`config.mk`:
```
export PLATFORM = sky130hd
export DESIGN_NAME = adc_result_regs
export DESIGN_NICKNAME = d
export VERILOG_FILES = /design/src/rtl/adc_result_pkg.sv /design/src/rtl/adc_result_store.sv /design/src/rtl/adc_result_format.sv /design/src/rtl/adc_chan_decode.sv /design/src/rtl/adc_result_regs.sv
export SDC_FILE = /design/constraint.sdc
export NUM_CORES = 1
export LEC_CHECK = 0
export ABC_AREA = 0
export BUFFER_PORTS_ARGS = -buffer_cell sky130_fd_sc_hd__buf_2
export CORE_MARGIN = 8
export CORE_UTILIZATION = 38
export DETAILED_ROUTE_END_ITERATION = 7
export GPL_TIMING_DRIVEN = 0
export HOLD_SLACK_MARGIN = 0.02
export PLACE_DENSITY = 0.74
export SLEW_MARGIN = 20
export SYNTH_ARGS = -nofsm -noshare
export SYNTH_HDL_FRONTEND = slang
export SYNTH_SLANG_ARGS = --single-unit
```
`constraint.sdc`:
```
create_clock -name clk_i -period 3 [get_ports clk_i]
set_input_delay 0.6 -clock clk_i [delete_from_list [all_inputs] [get_ports clk_i]]
set_output_delay 0.6 -clock clk_i [all_outputs]
set_load 0.02 [all_outputs]
```
`src/rtl/adc_result_pkg.sv`:
```
package adc_result_pkg;
  localparam int unsigned RES_W_DEF  = 10;
  localparam int unsigned BYTE_W_DEF = 8;
  localparam int unsigned CODE_W_DEF = 5;
  localparam int unsigned N_EXT_DEF  = 8;
  localparam int unsigned ADDR_W_DEF = 2;

  typedef enum logic [1:0] {
    RD_NONE = 2'd0,
    RD_HI   = 2'd1,
    RD_LO   = 2'd2,
    RD_OTH  = 2'd3
  } rd_kind_e;
endpackage

```
`src/rtl/adc_result_store.sv`:
```
module adc_result_store #(
  parameter int unsigned RES_W = 10
) (
  input  logic             clk_i,
  input  logic             rst_ni,
  input  logic [RES_W-1:0] res_i,
  input  logic             done_i,
  input  logic             hi_rd_i,
  input  logic             lo_rd_i,
  output logic [RES_W-1:0] res_o,
  output logic             lock_o
);
  logic [RES_W-1:0] res_q;
  logic             lock_q;
  logic             take;

  // any read of the pair in the same cycle blocks the capture
  assign take = done_i && !lock_q && !hi_rd_i && !lo_rd_i;

  // result is deliberately not reset
  always_ff @(posedge clk_i) begin
    if (take) res_q <= res_i;
  end

  always_ff @(posedge clk_i or negedge rst_ni) begin
    if (!rst_ni)      lock_q <= 1'b0;
    else if (hi_rd_i) lock_q <= 1'b1;
    else if (lo_rd_i) lock_q <= 1'b0;
  end

  assign res_o  = res_q;
  assign lock_o = lock_q;
endmodule

```
`src/rtl/adc_result_format.sv`:
```
module adc_result_format #(
  parameter int unsigned RES_W  = 10,
  parameter int unsigned BYTE_W = 8
) (
  input  logic [RES_W-1:0]  res_i,
  input  logic              signed_i,
  input  adc_result_pkg::rd_kind_e kind_i,
  output logic [BYTE_W-1:0] data_o
);
  localparam int unsigned LO_BITS = RES_W - BYTE_W;

  logic [BYTE_W-1:0] hi_byte;
  logic [BYTE_W-1:0] lo_byte;

  always_comb begin
    hi_byte = res_i[RES_W-1 -: BYTE_W];
    hi_byte[BYTE_W-1] = res_i[RES_W-1] ^ signed_i;
  end

  generate
    if (LO_BITS > 0) begin : g_lo
      assign lo_byte = {res_i[LO_BITS-1:0], {(BYTE_W-LO_BITS){1'b0}}};
    end else begin : g_no_lo
      assign lo_byte = '0;
    end
  endgenerate

  always_comb begin
    unique case (kind_i)
      adc_result_pkg::RD_HI: data_o = hi_byte;
      adc_result_pkg::RD_LO: data_o = lo_byte;
      default:               data_o = '0;
    endcase
  end
endmodule

```
`src/rtl/adc_chan_decode.sv`:
```
module adc_chan_decode #(
  parameter int unsigned CODE_W      = 5,
  parameter int unsigned N_EXT       = 8,
  parameter int unsigned REF_HI_CODE = 29,
  parameter int unsigned REF_LO_CODE = 30,
  parameter int unsigned PWR_CODE    = 31
) (
  input  logic [CODE_W-1:0] code_i,
  output logic [N_EXT-1:0]  in_sel_o,
  output logic              ref_hi_o,
  output logic              ref_lo_o,
  output logic              pwr_dn_o
);
  for (genvar g = 0; g < N_EXT; g++) begin : g_ext
    assign in_sel_o[g] = (code_i == CODE_W'(g));
  end

  assign ref_hi_o = (code_i == CODE_W'(REF_HI_CODE));
  assign ref_lo_o = (code_i == CODE_W'(REF_LO_CODE));
  assign pwr_dn_o = (code_i == CODE_W'(PWR_CODE));
endmodule

```
`src/rtl/adc_result_regs.sv`:
```
module adc_result_regs #(
  parameter int unsigned RES_W       = adc_result_pkg::RES_W_DEF,
  parameter int unsigned BYTE_W      = adc_result_pkg::BYTE_W_DEF,
  parameter int unsigned ADDR_W      = adc_result_pkg::ADDR_W_DEF,
  parameter int unsigned CODE_W      = adc_result_pkg::CODE_W_DEF,
  parameter int unsigned N_EXT       = adc_result_pkg::N_EXT_DEF,
  parameter int unsigned HI_ADDR     = 0,
  parameter int unsigned LO_ADDR     = 1,
  parameter int unsigned REF_HI_CODE = 29,
  parameter int unsigned REF_LO_CODE = 30,
  parameter int unsigned PWR_CODE    = 31
) (
  input  logic              clk_i,
  input  logic              rst_ni,
  input  logic [RES_W-1:0]  res_i,
  input  logic              done_i,
  input  logic              signed_mode_i,
  input  logic              rd_en_i,
  input  logic [ADDR_W-1:0] addr_i,
  output logic [BYTE_W-1:0] rdata_o,
  input  logic [CODE_W-1:0] ch_sel_i,
  output logic [N_EXT-1:0]  in_sel_o,
  output logic              ref_hi_sel_o,
  output logic              ref_lo_sel_o,
  output logic              pwr_dn_o
);
  import adc_result_pkg::*;

  localparam logic [ADDR_W-1:0] A_HI = ADDR_W'(HI_ADDR);
  localparam logic [ADDR_W-1:0] A_LO = ADDR_W'(LO_ADDR);

  rd_kind_e         kind;
  logic             hi_rd, lo_rd;
  logic [RES_W-1:0] res_held;
  logic             lock_q;

  always_comb begin
    if (addr_i == A_HI)      kind = RD_HI;
    else if (addr_i == A_LO) kind = RD_LO;
    else                     kind = RD_OTH;
  end

  assign hi_rd = rd_en_i && (kind == RD_HI);
  assign lo_rd = rd_en_i && (kind == RD_LO);

  adc_result_store #(.RES_W(RES_W)) u_store (
    .clk_i   (clk_i),
    .rst_ni  (rst_ni),
    .res_i   (res_i),
    .done_i  (done_i),
    .hi_rd_i (hi_rd),
    .lo_rd_i (lo_rd),
    .res_o   (res_held),
    .lock_o  (lock_q)
  );

  adc_result_format #(.RES_W(RES_W), .BYTE_W(BYTE_W)) u_fmt (
    .res_i    (res_held),
    .signed_i (signed_mode_i),
    .kind_i   (kind),
    .data_o   (rdata_o)
  );

  adc_chan_decode #(
    .CODE_W(CODE_W), .N_EXT(N_EXT),
    .REF_HI_CODE(REF_HI_CODE), .REF_LO_CODE(REF_LO_CODE), .PWR_CODE(PWR_CODE)
  ) u_dec (
    .code_i   (ch_sel_i),
    .in_sel_o (in_sel_o),
    .ref_hi_o (ref_hi_sel_o),
    .ref_lo_o (ref_lo_sel_o),
    .pwr_dn_o (pwr_dn_o)
  );
endmodule

```
==> Word level (Yosys, flattened, before mapping) <==
Cells that the tools add are included.
{ "word_totals": {"reg_bits": 11, "word_cells": 32, "in_bits": 22} }
{ "op_classes": {"mux": 5, "n_reduce_logical": 11, "n_eq_ne": 13, "n_bitwise": 1} }
{ "op_table": {"columns": ["cell", "count"], "rows": [
  ["$eq 5x3->1 const B", 4],
  ["$pmux 8 s2", 1],
  ["$eq 5x5->1 const B", 3],
  ["$eq 5x2->1 const B", 2],
  ["$eq 5x1->1 const B", 1],
  ["$logic_and 1x1->1", 5],
  ["$logic_not 5->1", 1],
  ["$eq 2x1->1 const B", 2],
  ["$logic_not 1->1", 3],
  ["$mux 1", 3],
  ["$eq 2x2->1 const B", 1],
  ["$logic_not 2->1", 1],
  ["$mux 2", 1],
  ["$reduce_bool 2->1", 1],
  ["$xor 1x1->1", 1]
]} }

==> Depth between registers and ports, before layout <==
Gate-level depths: netlist of the first run.
{ "logic_depth": {"ltp_word": 8, "ltp_mapped": 2, "mapped_depth_nobuf": 2} }

==> Hierarchy <==
A second synthesis of the first run with hierarchy kept.
{ "unflattened": {"hier_cells": 53, "area_unflattened_um2": 600.6} }
{ "modules_own_cells": {"columns": ["module", "cells_each", "instances", "area_per_inst_um2", "seq_area_each_um2"], "rows": [
  ["adc_result_store", 14, 1, 351.6, 325.3],
  ["adc_result_format", 16, 1, 112.6, 0.0],
  ["adc_chan_decode", 19, 1, 106.4, 0.0],
  ["adc_result_regs", 4, 1, 30.0, 0.0]
]} }

==> Least setup slack after synthesis of the first run <==
Ideal clock, no wire load.
{ "synth_path": {"path_type": "input to output", "start": "input port ch_sel_i[0]", "end": "output port in_sel_o[4]", "setup_slack_ps": 1016, "path_buffers": 0, "cell_stages": 2, "arrival_ps": 1384, "path_cell_list": "nand2b_1 > nor4_1"} }
{ "synth_via": {"elab_chain_cells": 1} }
{ "synth_rtl": {"columns": ["item", "line_no", "text"], "rows": [
  ["start, declared", "adc_result_regs.sv:21", "input logic [CODE_W-1:0] ch_sel_i,"],
  ["$eq 5x3->1", "adc_chan_decode.sv:15", "assign in_sel_o[g] = (code_i == CODE_W'(g));"],
  ["end, declared", "adc_result_regs.sv:22", "output logic [N_EXT-1:0] in_sel_o,"]
]} }
No other way between the ends.

==> Worst setup path in the final report of the first run <==
{ "layout_path": {"start": "input port ch_sel_i[2]", "end": "output port in_sel_o[1]"} }
{ "layout_via": {"elab_chain_cells": 1} }
{ "layout_rtl": {"columns": ["item", "line_no"], "rows": [
  ["$eq 5x1->1", "adc_chan_decode.sv:15"]
]} }
No other way between the ends.

==> out/results.txt, run 1 <==
DRT iter0 DRCs -> 6
Port-buffer cells -> 40
Slew Limit Fails -> 0
Hold WC Path Type -> primary input to async pin
Status -> complete, no violations
Post-CTS Hold Fix Bufs -> 0
Resized cells post-CTS -> 0
Vias -> 499
Pre-antenna DRT Iters -> 2
CTS H-Tree Depth -> 1
WL/cell -> 12.9 microns
YS warnings -> 0
# diodes -> 0
Clock net sink count -> 11
Synthesized area -> 539 sq um
GR Util All Layers -> 9.48%
Skew final -> 0.000102 ns
# nets final -> 113
Start point of the critical path -> ch_sel_i[2]
Residual DRC -> 0
Worst EP arrival -> 1.43 ns
Die width -> 53.7 microns
Clk Latency, worst-skew pair -> 0.26 ns
CP Class -> primary input to output pin
RR Endpoint -> u_store.res_o[8]$_DFFE_PP_
DP HPWL -> 1140 microns
Syn_nets -> 68
Synthesized instance count -> 46
Worst r2r src -> u_store.lock_o$_DFFE_PN0P_
Yosys reg bits -> 11
Root Driver -> clkbuf_4
Die area -> 2880 sq um
Final Hold Viols -> 0
Max-cap viol count -> 0
Num ports -> 41
CP Max Fanout -> 5
Most common cell after layout, fill and taps aside -> buf_2
Cell variety after synth -> 19
P&R area growth vs syn -> 46.4%
Cell area power density -> 426 nW/um^2
Antenna violations before repair -> 0
Core area -> 1320 sq um
Relative slew slack -> 51.7%
Clock transition at path regs -> 0.06 ns
Cells after DPL -> 101
Fmax -> 0.494 GHz
Layout cells sized above 1 -> 51.1%
Initial cell density of the core -> 40.9%
CP peak stage delay -> 0.41 ns
Switching power -> 0.0815 mW
Final RePlAce weighted congestion -> 0.716
First-pass GRT wire length -> 2040 microns
Setup TNS -> 0 ns
Largest net degree at the start of global routing -> 11
Final setup viols -> 0
CP Capture Point -> in_sel_o[1]
CTS tree -> yes
Setup Buffers After CTS -> 0
Combinational power share -> 17.2%
Sequential cell area fraction in the yosys report -> 60.3%
WP data required -> 2.40 ns
Vias per inst -> 4.75
Clock Power Share -> 28.6%
RSZ-0062 raised after global routing -> false
Layout Cells excl Fill -> 105
Vias in the first global route -> 497
Gr ovfl total -> 0
Seq pwr share -> 54.2%
Sw Ratio -> 24.2%
Tmin final -> 2.03 ns
TritonCTS Buffers -> 3
Cell Int Power -> 0.255 mW
Crit path cell chain -> buf_2 -> or3b_1 -> nor3_2 -> buf_2
Tcrit/Tclk final -> 67.5%
Die H -> 53.7 microns
Commonest cells after routing, fill and taps aside -> 40 x buf_2, 10 x edfxtp_1, 6 x nor2_1, 6 x and2_1
Worst-Margin Slew -> 0.721 ns
Overall power -> 0.337 mW
Clk buf depth -> 2
Fin util -> 59.9%
Worst vdd ir -> 0.293 mV
Hold WS -> 0.102 ns
FP Rows -> 13
Syn Area/Cell -> 11.7 sq um
Reg2Reg Depth -> 1
WL final -> 1360 microns
R2R Setup Slk -> 1.63 ns
Critical path capture point type -> output pin
Leakage -> 0.383 nW
Remaining antenna violation count -> 0
CP dominant cell by count -> buf_2
Critical-path top delay cell -> or3b_1
Startpoint types -> primary input
[registers in the layout, summed over array words and instances, names as in the netlist]
name            count
u_store.res_o      10
u_store.lock_o      1
[per-layer routing]
metal,vias up,part of all wire [%],track usage (%)
met4,0,0,2.94
met2,16,54,17.0
li1,253,-,-
met5,-,0,0
met3,0,9.6,4.41
met1,230,36,9.52
[cell type report]
cell class,instances,area [sq um]
inverters,2,7.51
multi-input cells,33,211
clock buffers,4,26.3
flip-flops and latches,11,325
repair buffers,40,200
fillers,117,528
well taps,15,18.8
[synth_stat cells]
cell type  number  share of area, %
a211oi_1        1               1.4
and2_1          6               7.0
dfrtp_1         1               4.6
edfxtp_1       10                56
inv_1           2               1.4
mux2_1          1               2.1
mux2i_1         1               1.9
nand2_1         2               1.4
nand2b_1        2               2.3
nand4_1         1               1.2
nor2_1          6               4.2
nor2b_1         2               2.3
nor3_1          3               2.8
nor3_2          2               3.7
nor3b_1         1               1.4
nor4_1          2               2.3
or3_1           1               1.2
or3b_1          1               1.6
xnor2_1         1               1.6
[worst min path at each step]
stage / from / to / slack [ns] / cells after the start
6_report: rst_ni / u_store.lock_o$_DFFE_PN0P_ / 0.10 / 1
5_1_grt: rst_ni / u_store.lock_o$_DFFE_PN0P_ / 0.08 / 1
4_1_cts: rst_ni / u_store.lock_o$_DFFE_PN0P_ / 0.09 / 1
3_5_place_dp: rst_ni / u_store.lock_o$_DFFE_PN0P_ / 0.38 / 1
3_3_place_gp: rst_ni / u_store.lock_o$_DFFE_PN0P_ / 0.37 / 1
2_1_floorplan: rst_ni / u_store.lock_o$_DFFE_PN0P_ / 0.30 / 0
[metrics by stage]
stage	worst slack [ns]	area [sq um]
after CTS	0.966	790
after detailed placement	0.968	763
final	0.974	790
after global placement	0.724	758
after floorplan	1.02	539
after global routing	0.906	790
[cells by family after synthesis]
kind of cell           share of synthesized area, %
AO/OA/AOI/OAI                                  1.39
buffers and inverters                          1.39
AND/OR/NAND/NOR                                31.3
flip-flops                                     60.3
XOR/XNOR                                       1.62
multiplexers                                   3.94
[power groups by stage]
stage | Clock (mW) | Sequential [mW] | Combinational (mW)
floorplan | 0 | 0.185 | 0.0286
global placement | 0 | 0.185 | 0.0560
detailed placement | 0 | 0.186 | 0.0583
CTS | 0.102 | 0.183 | 0.0587
global route | 0.107 | 0.184 | 0.0634
finish | 0.0962 | 0.183 | 0.0579
[critical path: cells and delay by family]
| family | cells | cell delay, ns |
|---|---|---|
| buf+inv | 2 | 0.30 |
| simple gates | 2 | 0.52 |
Power figures use the tool's default switching activity.
==> inputs of run 2 (changes only) <==
- ABC_AREA: 0 -> 1
- CORE_ASPECT_RATIO: not set -> 0.9
- CORE_UTILIZATION: 38 -> 37
- PLACE_DENSITY: 0.74 -> 0.72
- clock period: 3 -> 2 ns (I/O delays scaled with it)
==> out/results.txt, run 2 <==
Status -> complete, no violations (unchanged)
DP HPWL -> 1250 microns (was 1140 microns)
Commonest cells post-synth -> 19 x nor2_1, 13 x inv_1, 12 x nand2_1 (was 10 x edfxtp_1, 6 x and2_1, 6 x nor2_1)
Gr ovfl total -> 0 (unchanged)
# nets final -> 132 (was 113)
Cells after DPL -> 119 (was 101)
Top-count cell post-synth -> nor2_1 (was edfxtp_1)
Die width -> 56.4 microns (was 53.7 microns)
Worst-Margin Slew -> 0.785 ns (was 0.721 ns)
CP peak stage delay -> 0.22 ns (was 0.41 ns)
Initial cell density of the core -> 38.4% (was 40.9%)
Worst vdd ir -> 0.428 mV (was 0.293 mV)
Leakage -> 0.457 nW (was 0.383 nW)
RR Endpoint -> u_store.res_o[7]$_DFFE_PP_ (was u_store.res_o[8]$_DFFE_PP_)
CP Class -> primary input to output pin (unchanged)
Final RePlAce weighted congestion -> 0.722 (was 0.716)
Fin util -> 56.4% (was 59.9%)
# diodes -> 0 (unchanged)
Vias in the first global route -> 601 (was 497)
Syn_nets -> 86 (was 68)
CTS tree -> yes (unchanged)
Clk buf depth -> 2 (unchanged)
CP Max Fanout -> 4 (was 5)
Buffers & Inverters on Critical Path -> 2 (unchanged)
Pre-antenna DRT Iters -> 4 (was 2)
Most common cell after layout, fill and taps aside -> buf_2 (unchanged)
Combinational power share -> 17.5% (was 17.2%)
CP delay by family, top -> simple AND/OR/NAND/NOR gates (unchanged)
Metal1 wirelength -> 535 microns (was 489 microns)
Setup TNS -> 0 ns (unchanged)
Final setup viols -> 0 (unchanged)
Layout cells sized above 1 -> 41.3% (was 51.1%)
Cell Int Power -> 0.380 mW (was 0.255 mW)
Critical path capture point type -> output pin (unchanged)
WL final -> 1430 microns (was 1360 microns)
DRT iter0 DRCs -> 15 (was 6)
WL/cell -> 11.5 microns (was 12.9 microns)
Vias per inst -> 4.47 (was 4.75)
Residual DRC -> 0 (unchanged)
CTS H-Tree Depth -> 1 (unchanged)
Worst r2r src -> u_store.lock_o$_DFFE_PN0P_ (unchanged)
Worst EP arrival -> 1.03 ns (was 1.43 ns)
Fmax -> 0.698 GHz
GR Util All Layers -> 9.66% (was 9.48%)
Post-Layout Inst Area -> 798 sq um (was 790 sq um)
Port-buffer cells -> 40 (unchanged)
Max-cap viol count -> 0 (unchanged)
Cell area power density -> 629 nW/um^2 (was 426 nW/um^2)
Final Hold Viols -> 0 (unchanged)
Slew Limit Fails -> 0 (unchanged)
Clock net sink count -> 11 (unchanged)
WP data required -> 1.60 ns (was 2.40 ns)
Skew final -> 0.00162 ns (was 0.000102 ns)
Hold WC Path Type -> primary input to register (was primary input to async pin)
Clock transition at path regs -> 0.07 ns (was 0.06 ns)
Routed length on met3 -> 161 microns (was 130 microns)
Critical-path top delay cell -> nand3b_1 (was or3b_1)
Tcrit/Tclk final -> 71.6%
Post-Place Worst Slack -> 0.349 ns (was 0.968 ns)
Hold EP -> u_store.res_o[1]$_DFFE_PP_
DP Area -> 762 sq um (was 763 sq um)
Num ports -> 41 (unchanged)
Final Worst Setup Slack -> 0.567 ns (was 0.974 ns)
Hold Path Depth -> 1
R2R Setup Slk -> 0.64 ns (was 1.63 ns)
Die H -> 52.3 microns (was 53.7 microns)
FP Rows -> 13 (unchanged)
CP Depth -> 4 (unchanged)
Flip-flop count of the largest register after layout -> 10 (unchanged)
Sequential cell area fraction in the yosys report -> 59.9% (was 60.3%)
Ys flop type -> edfxtp_1 (unchanged)
Commonest cells after routing, fill and taps aside -> 40 x buf_2, 19 x nor2_1, 13 x inv_1 (was 40 x buf_2, 10 x edfxtp_1, 6 x nor2_1, 6 x and2_1)
CP dominant cell by count -> buf_2 (unchanged)
Synthesized area -> 543 sq um (was 539 sq um)
Clk Latency, worst-skew pair -> 0.25 ns (was 0.26 ns)
Largest net degree at the start of global routing -> 11 (unchanged)
Hold WS -> 0.318 ns (was 0.102 ns)
Vias -> 554 (was 499)
TritonCTS Buffers -> 3 (unchanged)
Met2 WL -> 709 microns (was 738 microns)
Yosys reg bits -> 11 (unchanged)
Reg2Reg Depth -> 1 (unchanged)
YS warnings -> 0 (unchanged)
Largest cells by area after synthesis -> edfxtp_1 55%, nor2_1 13%, inv_1 9.0% (was edfxtp_1 56%, and2_1 7.0%, dfrtp_1 4.6%)
Seq pwr share -> 54.5% (was 54.2%)
Cell variety after synth -> 10 (was 19)
Synth area leader -> edfxtp_1 (unchanged)
Startpoint types -> primary input (unchanged)
Post-synth top area share -> 55.3% (was 55.7%)
Sw Ratio -> 24.4% (was 24.2%)
Remaining antenna violation count -> 0 (unchanged)
P&R area growth vs syn -> 47.0% (was 46.4%)
Root Driver -> clkbuf_4 (unchanged)
Clock Power Share -> 28.0% (was 28.6%)
Tmin final -> 1.43 ns
Syn Area/Cell -> 8.48 sq um (was 11.7 sq um)
Switching power -> 0.123 mW (was 0.0815 mW)
RSZ-0062 raised after global routing -> false (unchanged)
Post-synthesis async set-or-reset flop share -> 9.09% (unchanged)
Synthesized instance count -> 64 (was 46)
Worst Hold Launch -> res_i[1]
Die area -> 2950 sq um (was 2880 sq um)
Uppermost layer routed -> met4 (was met3)
Number of synthesized flops with an enable pin -> 10 (unchanged)
First-pass GRT wire length -> 2370 microns (was 2040 microns)
Overall power -> 0.502 mW (was 0.337 mW)
Crit path cell chain -> buf_2 -> nand3b_1 -> nor2_1 -> buf_2 (was buf_2 -> or3b_1 -> nor3_2 -> buf_2)
Core area -> 1420 sq um (was 1320 sq um)
Antenna violations before repair -> 0 (unchanged)
Layout Cells excl Fill -> 124 (was 105)
Relative slew slack -> 47.5% (was 51.7%)
run 2: cell types whose count changed after synthesis, moves of 2 or more:
cell,delta
nor4_1,-2
nor2_1,+13
nor3_2,-2
and2_1,-6
nand2_1,+10
nand3_1,+4
nand2b_1,-2
o21ai_0,+2
nor2b_1,-2
inv_1,+11
nor3_1,-3
run 2: cell families after synthesis:
group	after synthesis	share of synthesized area, %
and+or+nand+nor	37	28.6
AOI/OAI and AO/OA	2	1.84
DFF	11	59.9
buffers and inverters	14	9.68
run 2: power by group through the flow:
stage / clock network [mW] / registers (mW) / logic (mW)
6_report: 0.141 / 0.274 / 0.0879
5_1_grt: 0.156 / 0.275 / 0.0987
4_1_cts: 0.146 / 0.274 / 0.0892
3_5_place_dp: 0 / 0.279 / 0.0876
3_3_place_gp: 0 / 0.278 / 0.0839
2_1_floorplan: 0 / 0.277 / 0.0453
run 2: final cells by class:
type                       instances  area, sq um
sequential                        11          325
clock buffer                       4         26.3
fill                             149          617
inverter                          14         52.6
timing repair buffer              41          210
tap                               15         18.8
multi-input combinational         39          165
run 2: worst max-delay path by stage:
stage               slack, ns                         end                  startpoint
CTS                      0.58                  rdata_o[7]  u_store.res_o[9]$_DFFE_PP_
global route             0.50                  rdata_o[7]  u_store.res_o[9]$_DFFE_PP_
finish                   0.57                 in_sel_o[5]                 ch_sel_i[4]
detailed placement       0.35  u_store.res_o[7]$_DFFE_PP_                     rd_en_i
global placement         0.38  u_store.res_o[7]$_DFFE_PP_                   addr_i[1]
floorplan                0.66  u_store.res_o[0]$_DFFE_PP_                     rd_en_i
run 2: metal layers:
metal  track usage [%]  vias to the layer above
met4              2.40                        0
met5                 0                        -
met3              4.85                        2
li1                  -                      285
met2              18.5                       31
met1              9.05                      236
run 2: timing repair:
action	CTS	global route
endpoints found under the hold margin	1	0
hold buffers	1	0
resized for setup	0	0
setup buffers	0	0
